<file path="src/rtl/irq_id_pkg.sv">
package irq_id_pkg;
  localparam int unsigned DEF_NUM_OBJ = 32;
  localparam int unsigned DEF_ID_W    = 16;
  localparam int unsigned DEF_WORD_W  = 16;

  // Code that names the status source: the top bit of the identifier.
  function automatic logic [DEF_ID_W-1:0] status_code();
    return {1'b1, {(DEF_ID_W-1){1'b0}}};
  endfunction
endpackage

</file>
<file path="src/rtl/irq_sticky_cell.sv">
// One sticky pending flag. A set pulse beats a clear in the same cycle.
module irq_sticky_cell (
  input  logic clk,
  input  logic rst,
  input  logic set_i,
  input  logic clr_i,
  output logic flag_o
);
  logic flag_q;

  always_ff @(posedge clk) begin
    if (rst)        flag_q <= 1'b0;
    else if (set_i) flag_q <= 1'b1;
    else if (clr_i) flag_q <= 1'b0;
  end

  assign flag_o = flag_q;


  set_wins_chk: assert property (@(posedge clk) disable iff (rst)
    set_i |=> flag_o);

  hold_chk: assert property (@(posedge clk) disable iff (rst)
    (flag_o && !clr_i) |=> flag_o);
endmodule

</file>
<file path="src/rtl/irq_pend_bank.sv">
// Array of sticky flags, one per message object.
module irq_pend_bank #(
  parameter int unsigned NUM_OBJ = 32
) (
  input  logic               clk,
  input  logic               rst,
  input  logic [NUM_OBJ-1:0] set_i,
  input  logic [NUM_OBJ-1:0] clr_i,
  output logic [NUM_OBJ-1:0] pend_o
);
  for (genvar g = 0; g < NUM_OBJ; g++) begin : g_cell
    irq_sticky_cell u_cell (
      .clk    (clk),
      .rst    (rst),
      .set_i  (set_i[g]),
      .clr_i  (clr_i[g]),
      .flag_o (pend_o[g])
    );
    // a clear without a set empties the flag
    clr_only_chk: assert property (@(posedge clk) disable iff (rst)
      (clr_i[g] && !set_i[g]) |=> !pend_o[g]);
  end
endmodule

</file>
<file path="src/rtl/irq_prio_enc.sv">
// Scans pending flags and builds the identifier code.
module irq_prio_enc #(
  parameter int unsigned NUM_OBJ = 32,
  parameter int unsigned ID_W    = 16
) (
  input  logic [NUM_OBJ-1:0] pend_i,
  input  logic               stat_i,
  output logic [ID_W-1:0]    id_o
);
  localparam logic [ID_W-1:0] STAT_CODE = {1'b1, {(ID_W-1){1'b0}}};

  logic [ID_W-1:0] obj_code;

  // The loop runs downward, so the lowest pending index is the last one written.
  always_comb begin
    obj_code = '0;
    for (int i = NUM_OBJ - 1; i >= 0; i--) begin
      if (pend_i[i]) obj_code = ID_W'(i + 1);
    end
  end

  assign id_o = stat_i ? STAT_CODE : obj_code;
endmodule

</file>
<file path="src/rtl/irq_id_unit.sv">
module irq_id_unit #(
  parameter int unsigned NUM_OBJ = irq_id_pkg::DEF_NUM_OBJ,
  parameter int unsigned ID_W    = irq_id_pkg::DEF_ID_W,
  parameter int unsigned WORD_W  = irq_id_pkg::DEF_WORD_W
) (
  input  logic               clk,
  input  logic               rst,
  input  logic [NUM_OBJ-1:0] obj_set_i,
  input  logic [NUM_OBJ-1:0] obj_clr_i,
  input  logic               stat_evt_i,
  input  logic               stat_rd_i,
  input  logic               ien_we_i,
  input  logic               ien_wd_i,
  output logic [ID_W-1:0]    int_id_o,
  output logic [WORD_W-1:0]  pend_lo_o,
  output logic [WORD_W-1:0]  pend_hi_o,
  output logic               irq_o
);
  localparam int unsigned     PAD_W     = 2 * WORD_W;
  localparam logic [ID_W-1:0] STAT_CODE = {1'b1, {(ID_W-1){1'b0}}};
  localparam logic [ID_W-1:0] MAX_OBJ   = ID_W'(NUM_OBJ);

  logic [NUM_OBJ-1:0] pend;
  logic               stat_pend;
  logic               ien_q;
  logic [PAD_W-1:0]   pend_pad;

  irq_pend_bank #(.NUM_OBJ(NUM_OBJ)) u_bank (
    .clk    (clk),
    .rst    (rst),
    .set_i  (obj_set_i),
    .clr_i  (obj_clr_i),
    .pend_o (pend)
  );

  irq_sticky_cell u_stat (
    .clk    (clk),
    .rst    (rst),
    .set_i  (stat_evt_i),
    .clr_i  (stat_rd_i),
    .flag_o (stat_pend)
  );

  irq_prio_enc #(.NUM_OBJ(NUM_OBJ), .ID_W(ID_W)) u_enc (
    .pend_i (pend),
    .stat_i (stat_pend),
    .id_o   (int_id_o)
  );

  always_ff @(posedge clk) begin
    if (rst)           ien_q <= 1'b0;
    else if (ien_we_i) ien_q <= ien_wd_i;
  end

  assign irq_o = ien_q && (int_id_o != '0);

  // Pending readout: object k lands on bit k-1 of the padded vector.
  always_comb begin
    pend_pad = '0;
    pend_pad[NUM_OBJ-1:0] = pend;
  end
  assign pend_lo_o = pend_pad[WORD_W-1:0];
  assign pend_hi_o = pend_pad[PAD_W-1:WORD_W];


  reset_clear_chk: assert property (@(posedge clk)
    $fell(rst) |-> (int_id_o == '0 && !irq_o));

  legal_code_chk: assert property (@(posedge clk) disable iff (rst)
    (int_id_o == '0) || (int_id_o == STAT_CODE) || (int_id_o <= MAX_OBJ));

  status_first_chk: assert property (@(posedge clk) disable iff (rst)
    stat_pend |-> (int_id_o == STAT_CODE));

  lowest_wins_chk: assert property (@(posedge clk) disable iff (rst)
    (!stat_pend && int_id_o != '0) |->
      (pend[int_id_o - 1'b1] &&
       ((pend & ((NUM_OBJ'(1) << (int_id_o - 1'b1)) - NUM_OBJ'(1))) == '0)));

  read_clears_chk: assert property (@(posedge clk) disable iff (rst)
    (stat_rd_i && !stat_evt_i) |=> !stat_pend);

  line_follows_enable_chk: assert property (@(posedge clk) disable iff (rst)
    ien_we_i |=> (irq_o == ($past(ien_wd_i) && int_id_o != '0)));
endmodule

</file>
<file path="config.mk">
export PLATFORM = sky130hd
export DESIGN_NAME = irq_id_unit
export DESIGN_NICKNAME = d
export VERILOG_FILES = /design/src/rtl/irq_id_pkg.sv /design/src/rtl/irq_sticky_cell.sv /design/src/rtl/irq_pend_bank.sv /design/src/rtl/irq_prio_enc.sv /design/src/rtl/irq_id_unit.sv
export SDC_FILE = /design/constraint.sdc
export NUM_CORES = 1
export LEC_CHECK = 0
export ABC_CLOCK_PERIOD_IN_PS = 3600
export BUFFER_PORTS_ARGS = -buffer_cell sky130_fd_sc_hd__buf_2
export CORE_ASPECT_RATIO = 1.1
export CORE_MARGIN = 5
export CORE_UTILIZATION = 25
export CTS_BUF_LIST = sky130_fd_sc_hd__clkbuf_4 sky130_fd_sc_hd__clkbuf_8
export DETAILED_ROUTE_END_ITERATION = 16
export PLACE_DENSITY_LB_ADDON = 0.25
export SYNTH_ARGS = -nofsm -noshare
export SYNTH_HDL_FRONTEND = slang
export SYNTH_SLANG_ARGS = --single-unit
</file>
<file path="constraint.sdc">
create_clock -name clk -period 3.6 [get_ports clk]
set_input_delay 0.36 -clock clk [delete_from_list [all_inputs] [get_ports clk]]
set_output_delay 0.36 -clock clk [all_outputs]
set_load 0.03 [all_outputs]
</file>
==> results of run 1 <==
-- cells by family after synthesis --
group           after synthesis  share of synthesized area, %
mux                           1                        0.5369
simple gates                 76                         20.20
compound gates               56                         17.18
other cells                   1                        0.2011
flops                        34                         36.51
buf+inv                      84                         25.37
-- power breakdown --
| part | internal, uW | leakage (uW) | switching (uW) |
|---|---|---|---|
| clock network | 193 | 0.0000575 | 133 |
| logic | 84.5 | 0.000923 | 142 |
| registers | 401 | 0.000284 | 32.4 |
| total | 679 | 0.00126 | 308 |
-- flip-flops by register name, indices dropped and copies added (netlist names) --
name                         count
u_bank.g_cell.u_cell.flag_o     32
u_stat.flag_o                    1
ien_q                            1
-- worst paths after layout --
check / to / slack [ps] / depth (start not counted)
min reg2reg: ien_q$_SDFFE_PP0P_ / 490 / 2
max: int_id_o[5] / 870 / 5
max reg2reg: u_bank.g_cell[15].u_cell.flag_o$_SDFFE_PP0P_ / 2890 / 2
min: u_bank.g_cell[26].u_cell.flag_o$_SDFFE_PP0P_ / 280 / 3
-- final cells by class --
class                      instances  share of cell area [%]
clock buffer                       8                   4.729
inverter                          38                   6.126
multi-input combinational        142                   31.81
sequential                        34                   29.23
tap                               87                   4.675
timing repair buffer             109                   23.43
-- layout by cell type (no fill, tap or decap) --
master / count
o21bai_1: 3
nor3_1: 5
mux2i_1: 1
or4_4: 3
o211ai_1: 2
dfxtp_1: 34
nor4_1: 3
o31ai_1: 2
a21oi_1: 36
nor2b_1: 3
conb_1: 9
o311ai_0: 1
or3_1: 3
a31oi_1: 4
nand2_1: 2
inv_1: 38
nand2b_1: 3
a21boi_0: 1
a221oi_1: 1
a211oi_1: 3
o21ai_0: 3
or4_2: 1
buf_2: 109
clkbuf_8: 8
nand3_1: 1
and2_1: 1
or4_1: 4
nor2_1: 46
nor4_2: 1
-- critical path: stages, from the launching register on --
cell     delay (ps)
dfxtp_1         360
or4_1           560
or4_4           560
nor4_2          250
and2_1          170
buf_2           190
-- synthesized netlist by cell type --
library cell and number:
a221oi_1 1, nand3_1 1, nor4_2 1, nor4_1 3
or4_4 3, or3_1 3, or4_1 4, nand2_1 2
and2_1 1, mux2i_1 1, a21boi_0 1, o311ai_0 1
a211oi_1 3, o21ai_0 3, buf_4 42, conb_1 1
clkbuf_1 4, o211ai_1 2, nor2b_1 3, inv_1 38
a21oi_1 36, o21bai_1 3, or4_2 1, o31ai_1 2
dfxtp_1 34, nand2b_1 3, nor3_1 5, a31oi_1 4
nor2_1 46
-- per-layer routing --
| metal | global-route usage (%) | part of all wire, % | up-vias |
|---|---|---|---|
| met5 | 0 | 0 | - |
| met4 | 3.429 | 0.67 | 0 |
| met3 | 2.913 | 6.7 | 4 |
| met2 | 19.31 | 51 | 65 |
| met1 | 12.94 | 41 | 736 |
| li1 | - | - | 931 |
-- through the flow --
stage	setup slack [ps]	area (um2)	total power (uW)
6_report	873.5	2328	986.8
5_1_grt	743.6	2328	1050
4_1_cts	834.2	2328	1008
3_5_place_dp	1158	2218	673.0
3_3_place_gp	1174	2218	671.1
2_1_floorplan	1291	1894	621.3
==> key figures, run 1 <==
Placed design
  • Routability congestion estimate: 0.7431
  • Dpl cells: 410
  • Port bufs: 109
  • Placed wire-length estimate: 4.247 mm

Timing
  • Slew Limit Fails: 0
  • Skew final: 0 ps
  • Worst Tran Pin Value: 619.6 ps
  • Final Cycle Share: 75.74%
  • Setup TNS: 0 ps
  • Fmax: 0.3668 GHz
  • Post-layout min period: 2726 ps
  • Final setup fails: 0
  • Rel. slew slack: 58.31%
  • Worst hold margin: 281.1 ps
  • RSZ-0062 raised after global routing: no
  • Final Hold Viols: 0

Global route
  • GRT Resource Usage Total: 10.96%
  • Vias in the first global route: 1663
  • Largest net degree at the start of global routing: 35
  • Total grt overflow: 0
  • Initial antenna violation count: 0
  • Global-route wire length before repair: 7.990 mm

Layout
  • Fin nets: 400
  • Filler cell count: 827
  • Area grow syn2layout: 24.90%
  • Ant. Diodes: 0
  • Final cell count without fillers: 418
  • Area of the multi-input gates: 740.7 um2
  • Post-layout util: 31.68%
  • Register area: 680.7 um2
  • Layout cell share with drive strength beyond 1: 36.86%

CTS
  • CTS buffer count: 5
  • CTS sink cnt: 34
  • Clock buffer depth: 2
  • Clk_lat worst skew: 280 ps
  • Clock transition at path regs: 70 ps
  • # H-tree levels: 2
  • Root Driver: clkbuf_8
  • CTS Hold Bufs: 0
  • CTS tree: done
  • Post-CTS Resized: 0
  • Setup repair bufs after CTS: 0

Critical path
  • Worst-path fanout max: 6
  • Crit Path Category: flip-flop to output port
  • Crit Reg-Reg Startpoint: u_bank.g_cell[15].u_cell.flag_o$_SDFFE_PP0P_
  • CP startpoint: u_bank.g_cell[5].u_cell.flag_o$_SDFFE_PP0P_
  • CP required: 3240 ps
  • CP Launch Type: flip-flop
  • CP Capture Type: output port
  • CP arrival: 2370 ps

Synthesis
  • Syn. warnings: 0
  • Leading post-synthesis cells by cell area: dfxtp_1, buf_4, a21oi_1
  • Post-synthesis sequential area ratio: 36.51%
  • Post-Synthesis Cells: 252
  • Avg Inst Size Synth: 7.398 um2
  • Synthesized area: 0.001864 mm2
  • Synth unique cells: 29
  • Flop and latch count out of synthesis: 34
  • Area leader, netlist: dfxtp_1
  • Yosys top cell area share: 36.51%

Route
  • Number of iterations in the first detailed-routing pass: 4
  • 1st-iter DRT viols: 55
  • Post-route antenna net violation count: 0
  • Number of remaining DRC errors: 0
  • WL per Instance: 12.13 um
  • Via/cell ratio: 4.153
  • DR vias: 1736
  • DRT Wirelength: 5.070 mm

Die
  • Rows: 33
  • Die area: 0.009286 mm2
  • Initial Util: 25.37%
  • Core box area: 0.007350 mm2
  • IO Pins: 119
  • Die H: 100.6 um
  • Width of the chip: 92.34 um

Run status
  • Status: finished, final reports clean

Job
  • MaxCap Viol Count: 0

Min path
  • Hold path startpoint: obj_set_i[26]
  • Tightest Hold Check Type: primary input to flip-flop

Pwr
  • PwrDens: 423.8 mW/mm2
  • Leak: 0.001264 uW
  • Worst-case vdd ir drop: 122.4 uV
Power figures use the tool's default switching activity.
==> run 2: changes to the inputs <==
--- a/config.mk
+++ b/config.mk
@@ -5,7 +5,7 @@
 export SDC_FILE = /design/constraint.sdc
 export NUM_CORES = 1
 export LEC_CHECK = 0
-export ABC_CLOCK_PERIOD_IN_PS = 3600
+export ABC_CLOCK_PERIOD_IN_PS = 2340
 export BUFFER_PORTS_ARGS = -buffer_cell sky130_fd_sc_hd__buf_2
 export CORE_ASPECT_RATIO = 1.1
 export CORE_MARGIN = 5
==> constraint.sdc (replaced) <==
create_clock -name clk -period 2.34 [get_ports clk]
set_input_delay 0.234 -clock clk [delete_from_list [all_inputs] [get_ports clk]]
set_output_delay 0.234 -clock clk [all_outputs]
set_load 0.03 [all_outputs]
==> run 2 against run 1 <==
Compared with the run above:
- the run now ends with negative setup slack left
- count of clock-buffer cells in the layout decreased by 1
- utilization is 2.0 points higher
- register-to-register slack worse by 1400 ps
- global-route usage rose by 0.24 points
- cell count increased by 4.3%
- critical path depth unchanged
- clock power is 26% higher
- non-clock buffer count increased by 19
- first-iteration DRC count fell by 11%
- critical path type unchanged
==> key figures, run 2 (same netlist as run 1, synthesis figures left out) <==
Placed design
  • Port bufs: 109 (unchanged)
  • Worst slack, placed: 89.83 ps (-1068 ps)
  • Placed wire-length estimate: 4.414 mm (+3.9%)
  • Routability congestion estimate: 0.7088 (-4.6%)

Pwr
  • PwrDens: 592.0 mW/mm2 (+40%)
  • Sequential share of power: 44.4% (+0.4 points)
  • Combinational power share: 27.6% (+4.6 points)
  • Switching part of the total: 31.40% (+0.20 points)
  • Worst-case vdd ir drop: 237.7 uV (+94%)
  • Clock power frac: 28.0% (-5.1 points)
  • Leak: 0.001362 uW (+7.7%)
  • Pint: 1006 uW (+48%)
  • NetSw: 460.3 uW (+50%)

Critical path
  • Cell family with most CP delay: simple AND/OR/NAND/NOR gates
  • CP Cell Sequence: or4_4 -> or4_4 -> nor4_4 -> and2_1 -> buf_6
  • CP Capture Type: output port
  • Worst-path fanout max: 2 (-4)
  • Crit Path Category: flip-flop to output port
  • Most used cell, CP: or4_4
  • Critical path's largest stage delay: 570 ps (about the same)
  • Worst path bufs/invs: 1 (unchanged)
  • CP required: 2110 ps (-1130 ps)
  • CP arrival: 2170 ps (-200 ps)
  • Critical path's slowest cell: or4_4
  • CP Launch Type: flip-flop

Timing
  • Worst Tran Pin Value: 580.6 ps (-39.02 ps)
  • Setup ws final: -64.10 ps (-937.6 ps)
  • Slew Limit Fails: 0 (unchanged)
  • RSZ-0062 raised after global routing: yes
  • Final setup fails: 2 (+2)
  • Post-layout min period: 2404 ps
  • Rel. slew slack: 61.29% (+3.0 points)
  • Final Hold Viols: 0 (unchanged)
  • Skew final: 0 ps (unchanged)
  • Setup TNS: -104.0 ps (-104.0 ps)
  • Fmax: 0.4160 GHz
  • Final Cycle Share: 102.7%

Die
  • Core box area: 0.007350 mm2 (unchanged)
  • Die H: 100.6 um (unchanged)
  • Rows: 33 (unchanged)
  • Die area: 0.009286 mm2 (unchanged)
  • Width of the chip: 92.34 um (unchanged)
  • Initial Util: 25.37% (unchanged)
  • IO Pins: 119 (unchanged)

CTS
  • Root Driver: clkbuf_8
  • # H-tree levels: 2 (unchanged)
  • CTS sink cnt: 34 (unchanged)
  • Clock transition at path regs: 60 ps (about the same)
  • CTS tree: done
  • Clock buffer depth: 2 (unchanged)
  • Setup repair bufs after CTS: 0 (unchanged)
  • CTS buffer count: 5 (unchanged)
  • Clk_lat worst skew: 270 ps (about the same)

Layout
  • Layout cell share with drive strength beyond 1: 40.69% (+3.8 points)
  • Most frequent cells in the layout: buf_2, nor2_1, inv_1, a21oi_1, dfxtp_1
  • Max reg flops: 32 (unchanged)
  • Ant. Diodes: 0 (unchanged)
  • Fin nets: 419 (+4.8%)
  • Most common library cell in the layout ignoring fill and taps: buf_2
  • Area grow syn2layout: 32.82%

Route
  • Post-route antenna net violation count: 0 (unchanged)
  • Number of iterations in the first detailed-routing pass: 4 (unchanged)
  • DRT Wirelength: 5.114 mm (+0.87%)
  • 1st-iter DRT viols: 49 (-11%)
  • WL per Instance: 11.73 um (-3.3%)
  • DR vias: 1849 (+6.5%)
  • Number of remaining DRC errors: 0 (unchanged)
  • Via/cell ratio: 4.241 (+2.1%)

Global route
  • Vias in the first global route: 1844 (+11%)
  • Total grt overflow: 0 (unchanged)
  • Initial antenna violation count: 0 (unchanged)
  • Global-route wire length before repair: 8.397 mm (+5.1%)
  • Largest net degree at the start of global routing: 35 (unchanged)
  • GRT Resource Usage Total: 11.20% (+0.24 points)

Run status
  • Failing checks: negative setup slack
  • Status: complete, but fails checks

Job
  • MaxCap Viol Count: 0 (unchanged)

Min path
  • Tightest Hold Check Type: primary input to flip-flop
==> run 2: cell count changes in the layout (fill, tap and decap cells not counted), sizes merged <==
cell  delta
buf     +18
==> run 2: area by class of cell <==
| class | count | area (um2) |
|---|---|---|
| Inverter | 38 | 142.6 |
| Clock buffer | 7 | 83.83 |
| Fill cell | 853 | 4873 |
| Timing Repair Buffer | 128 | 701.9 |
| Multi-Input combinational cell | 142 | 758.2 |
| Tap cell | 87 | 108.9 |
| Sequential cell | 34 | 680.7 |
==> run 2: path summary, 6_finish.rpt <==
kind                                               start                                      endpoint  slack [ps]  cells past startpoint
max          u_bank.g_cell[6].u_cell.flag_o$_SDFFE_PP0P_                                   int_id_o[5]         -60                      5
min                                        obj_set_i[18]  u_bank.g_cell[18].u_cell.flag_o$_SDFFE_PP0P_         160                      3
max reg2reg  u_bank.g_cell[3].u_cell.flag_o$_SDFFE_PP0P_   u_bank.g_cell[3].u_cell.flag_o$_SDFFE_PP0P_        1540                      3
min reg2reg                           ien_q$_SDFFE_PP0P_                            ien_q$_SDFFE_PP0P_         490                      2
==> run 2: timing repair <==
item | CTS | global route
gates resized for setup | 6 | 4
pin swaps | 2 | 2
hold buffers | 0 | 0
endpoints found under the setup margin | 3 | 4
==> run 2: worst register-to-register path: stages, from the launching register on <==
cell     delay, ps
dfxtp_1        320
buf_4          150
a21oi_1        150
nor2_1          50
==> run 2: metrics by stage <==
stage          hold WS [ps]  utilization, %  cell area (um2)  power (uW)  instances
2_1_floorplan         351.4               -             1894       955.9        260
3_3_place_gp          440.2           32.12             2361        1064        429
3_5_place_dp          444.3           32.12             2361        1068        429
4_1_cts               149.7           33.55             2466        1494        436
5_1_grt               160.4           33.69             2476        1560        436
6_report              161.8           33.69             2476        1466        436
==> run 2: metal layers <==
layer | part of all wire (%) | up-vias | track usage (%)
met3 | 7.3 | 5 | 2.913
met4 | 0.63 | 0 | 2.743
met2 | 53 | 63 | 20.98
met1 | 39 | 812 | 12.56
li1 | - | 969 | -
met5 | 0 | - | 0
==> run 2: power by group through the flow <==
stage	combinational (uW)	sequential (uW)	clock [uW]
floorplan	290	666	0
global placement	400	663	0
detailed placement	403	665	0
CTS	408	652	434
global route	444	657	458
finish	404	651	410
==> run 3: changes to the inputs <==
--- a/config.mk
+++ b/config.mk
@@ -5,8 +5,10 @@
 export SDC_FILE = /design/constraint.sdc
 export NUM_CORES = 1
 export LEC_CHECK = 0
+export ABC_AREA = 1
 export ABC_CLOCK_PERIOD_IN_PS = 2340
 export BUFFER_PORTS_ARGS = -buffer_cell sky130_fd_sc_hd__buf_2
+export CAP_MARGIN = 20
 export CORE_ASPECT_RATIO = 1.1
 export CORE_MARGIN = 5
 export CORE_UTILIZATION = 25
==> run 3 against run 2 <==
Compared with the run above:
- the flow still finishes with violations (negative setup slack)
- clock skew stayed put
- setup slack worse by 310 ps
- register-to-register slack better by 20 ps
- wire length is 2.8% lower
- clock power is 65% higher
- sequential cell count stayed put
- highest routed layer unchanged
==> key figures, run 3 <==
Timing
  • RSZ-0062 raised after global routing: yes
  • Rel. slew slack: 58.12% (-3.2 points)
  • Fmax: 0.3687 GHz (-11%)
  • Final Cycle Share: 115.9% (+13 points)
  • Worst hold margin: 150.4 ps (-11.36 ps)
  • Final Hold Viols: 0 (unchanged)
  • Setup ws final: -372.2 ps (-308.1 ps)
  • Skew final: 0 ps (unchanged)
  • Final setup fails: 3 (+1)
  • Slew Limit Fails: 0 (unchanged)
  • Worst Tran Pin Value: 628.2 ps (+47.56 ps)
  • Post-layout min period: 2712 ps (+308.1 ps)

Pwr
  • Pint: 1227 uW (+22%)
  • Combinational power share: 23.8% (-3.8 points)
  • Worst-case vdd ir drop: 240.8 uV (+1.3%)
  • Sequential share of power: 37.3% (-7.1 points)
  • NetSw: 507.4 uW (+10%)
  • Clock power frac: 38.9% (+11 points)
  • Leak: 0.001432 uW (+5.1%)
  • Switching part of the total: 29.25% (-2.2 points)
  • PwrDens: 685.7 mW/mm2 (+16%)

CTS
  • Root Driver: clkbuf_8
  • # H-tree levels: 2 (unchanged)
  • CTS sink cnt: 34 (unchanged)
  • Clk_lat worst skew: 280 ps (about the same)
  • CTS buffer count: 5 (unchanged)
  • Clock buffer depth: 2 (unchanged)
  • CTS tree: done
  • Setup repair bufs after CTS: 0 (unchanged)
  • Clock transition at path regs: 80 ps (+20 ps)
  • CTS Hold Bufs: 0 (unchanged)

Critical path
  • Worst-path fanout max: 2 (unchanged)
  • Critical path's largest stage delay: 330 ps (-240 ps)
  • CP Launch Type: flip-flop
  • Worst path bufs/invs: 2 (+1)
  • Cell family with most CP delay: simple AND/OR/NAND/NOR gates
  • CP arrival: 2480 ps (+310 ps)
  • Most used cell, CP: nand2_1
  • Critical path's slowest cell: dfxtp_2
  • CP required: 2110 ps (about the same)
  • CP Capture Type: output port
  • Flop2flop setup slack: 1560 ps (+20 ps)
  • Crit Path Category: flip-flop to output port

Layout
  • Layout cell share with drive strength beyond 1: 37.82% (-2.9 points)
  • Max reg flops: 32 (unchanged)
  • Most frequent cells in the layout: nor2_1, buf_2, nand2_1, inv_1, dfxtp_1
  • Filler cell count: 831 (-2.6%)
  • Fin nets: 463 (+11%)
  • Ant. Diodes: 0 (unchanged)
  • Most common library cell in the layout ignoring fill and taps: nor2_1
  • Post-layout util: 34.04% (+0.35 points)
  • Area grow syn2layout: 33.91%
  • Area of the multi-input gates: 782.0 um2 (+3.1%)
  • Register area: 684.4 um2 (+0.55%)

Route
  • 1st-iter DRT viols: 42 (-14%)
  • Post-route antenna net violation count: 0 (unchanged)
  • Routed wl met3: 426 um (+15%)
  • DRT Wirelength: 4.972 mm (-2.8%)
  • WL met2: 2.436 mm (-9.4%)
  • Number of remaining DRC errors: 0 (unchanged)
  • Top Layer Used: met4
  • Number of iterations in the first detailed-routing pass: 4 (unchanged)
  • Via/cell ratio: 3.940 (-7.1%)
  • DRT met1 WL: 2.015 mm (-0.25%)
  • WL per Instance: 10.34 um (-12%)
  • DR vias: 1895 (+2.5%)

Run status
  • Failing checks: negative setup slack
  • Status: complete, but fails checks

Synthesis
  • Top_reg_cell synth: dfxtp_1
  • Leading post-synthesis cells by cell area: dfxtp_1, nor2_1, buf_4
  • Synthesized area: 0.001889 mm2 (+1.3%)
  • Avg Inst Size Synth: 6.277 um2 (-15%)
  • Post-Synthesis Cells: 301 (+19%)
  • Area leader, netlist: dfxtp_1
  • Top cells by count, synth: nor2_1, nand2_1, buf_4
  • Yosys top cell area share: 36.03% (-0.48 points)
  • Synth unique cells: 21 (-28%)
  • Syn. warnings: 0 (unchanged)
  • Post-synth EDFFs: 0 (unchanged)
  • Most common cell in the netlist: nor2_1
  • Flop and latch count out of synthesis: 34 (unchanged)
  • Post-synthesis sequential area ratio: 36.03% (-0.48 points)
  • Ys async rst share: 0% (unchanged)

Placed design
  • Placed wire-length estimate: 4.115 mm (-6.8%)
  • Worst slack, placed: -133.6 ps (-223.4 ps)
  • Port bufs: 109 (unchanged)
  • Routability congestion estimate: 0.7294 (+2.9%)

Global route
  • Global-route wire length before repair: 7.700 mm (-8.3%)
  • GRT Resource Usage Total: 10.35% (-0.85 points)
  • Initial antenna violation count: 0 (unchanged)
  • Largest net degree at the start of global routing: 35 (unchanged)
  • Total grt overflow: 0 (unchanged)
  • Vias in the first global route: 1850 (+0.33%)

Die
  • Core box area: 0.007432 mm2 (+1.1%)
  • IO Pins: 119 (unchanged)
  • Die H: 101.2 um (+0.60%)
  • Rows: 33 (unchanged)
  • Initial Util: 25.42% (+0.055 points)
  • Width of the chip: 92.89 um (+0.60%)
  • Die area: 0.009398 mm2 (+1.2%)

Min path
  • Tightest Hold Check Type: primary input to flip-flop

Job
  • MaxCap Viol Count: 0 (unchanged)
-- run 3: final timing paths --
kind                                                 from                                           end  cells after the start
min                                         obj_set_i[22]  u_bank.g_cell[22].u_cell.flag_o$_SDFFE_PP0P_                      3
max          u_bank.g_cell[29].u_cell.flag_o$_SDFFE_PP0P_                                         irq_o                     34
max reg2reg  u_bank.g_cell[27].u_cell.flag_o$_SDFFE_PP0P_  u_bank.g_cell[27].u_cell.flag_o$_SDFFE_PP0P_                      5
min reg2reg  u_bank.g_cell[31].u_cell.flag_o$_SDFFE_PP0P_  u_bank.g_cell[31].u_cell.flag_o$_SDFFE_PP0P_                      2
-- run 3: stage by stage --
step                      cells  cell area (um2)  setup TNS, ps  total power [uW]
after floorplan             309             1923              0             972.1
after CTS                   481             2510         -934.3              1762
after global routing        481             2530          -1736              1836
after global placement      473             2352         -146.3              1069
after detailed placement    473             2352         -163.4              1070
final                       481             2530         -770.3              1735
-- run 3: power by group through the flow --
stage	combinational, uW	clock [uW]	sequential (uW)
after floorplan	318	0	654
after global placement	410	0	659
after detailed placement	411	0	659
after CTS	418	698	646
after global routing	460	723	653
final	413	675	646
-- run 3: worst min-delay path: cells and delay by family --
| family | cells | cell delay [ps] |
|---|---|---|
| AND/OR/NAND/NOR | 2 | 90 |
| buffers and inverters | 1 | 70 |
-- run 3: layout make-up --
cell class                      count  share of cell area (%)
Clock inverter                      2                   2.374
Multi-Input combinational cell    190                   30.91
Timing Repair Buffer              123                   26.31
Sequential cell                    34                   27.05
Inverter                           39                   5.786
Clock buffer                        6                   3.264
Tap cell                           87                   4.303
-- run 3: timing repair --
action,in CTS,in global routing
hold endpoints to repair,0,0
setup endpoints to repair,3,4
gates resized for setup,4,9
-- run 3: per-layer routing --
| layer | up-vias | track usage (%) |
|---|---|---|
| met5 | - | 0 |
| met4 | 0 | 4.735 |
| met3 | 5 | 3.492 |
| met2 | 69 | 17.95 |
| met1 | 798 | 11.48 |
| li1 | 1023 | - |
-- run 3: logic make-up after synthesis --
kind of cell    after synthesis  synth area share [%]
compound gates               12                 4.040
simple gates                169                 34.50
other cells                   1                0.1985
buf+inv                      85                 25.23
flops                        34                 36.03
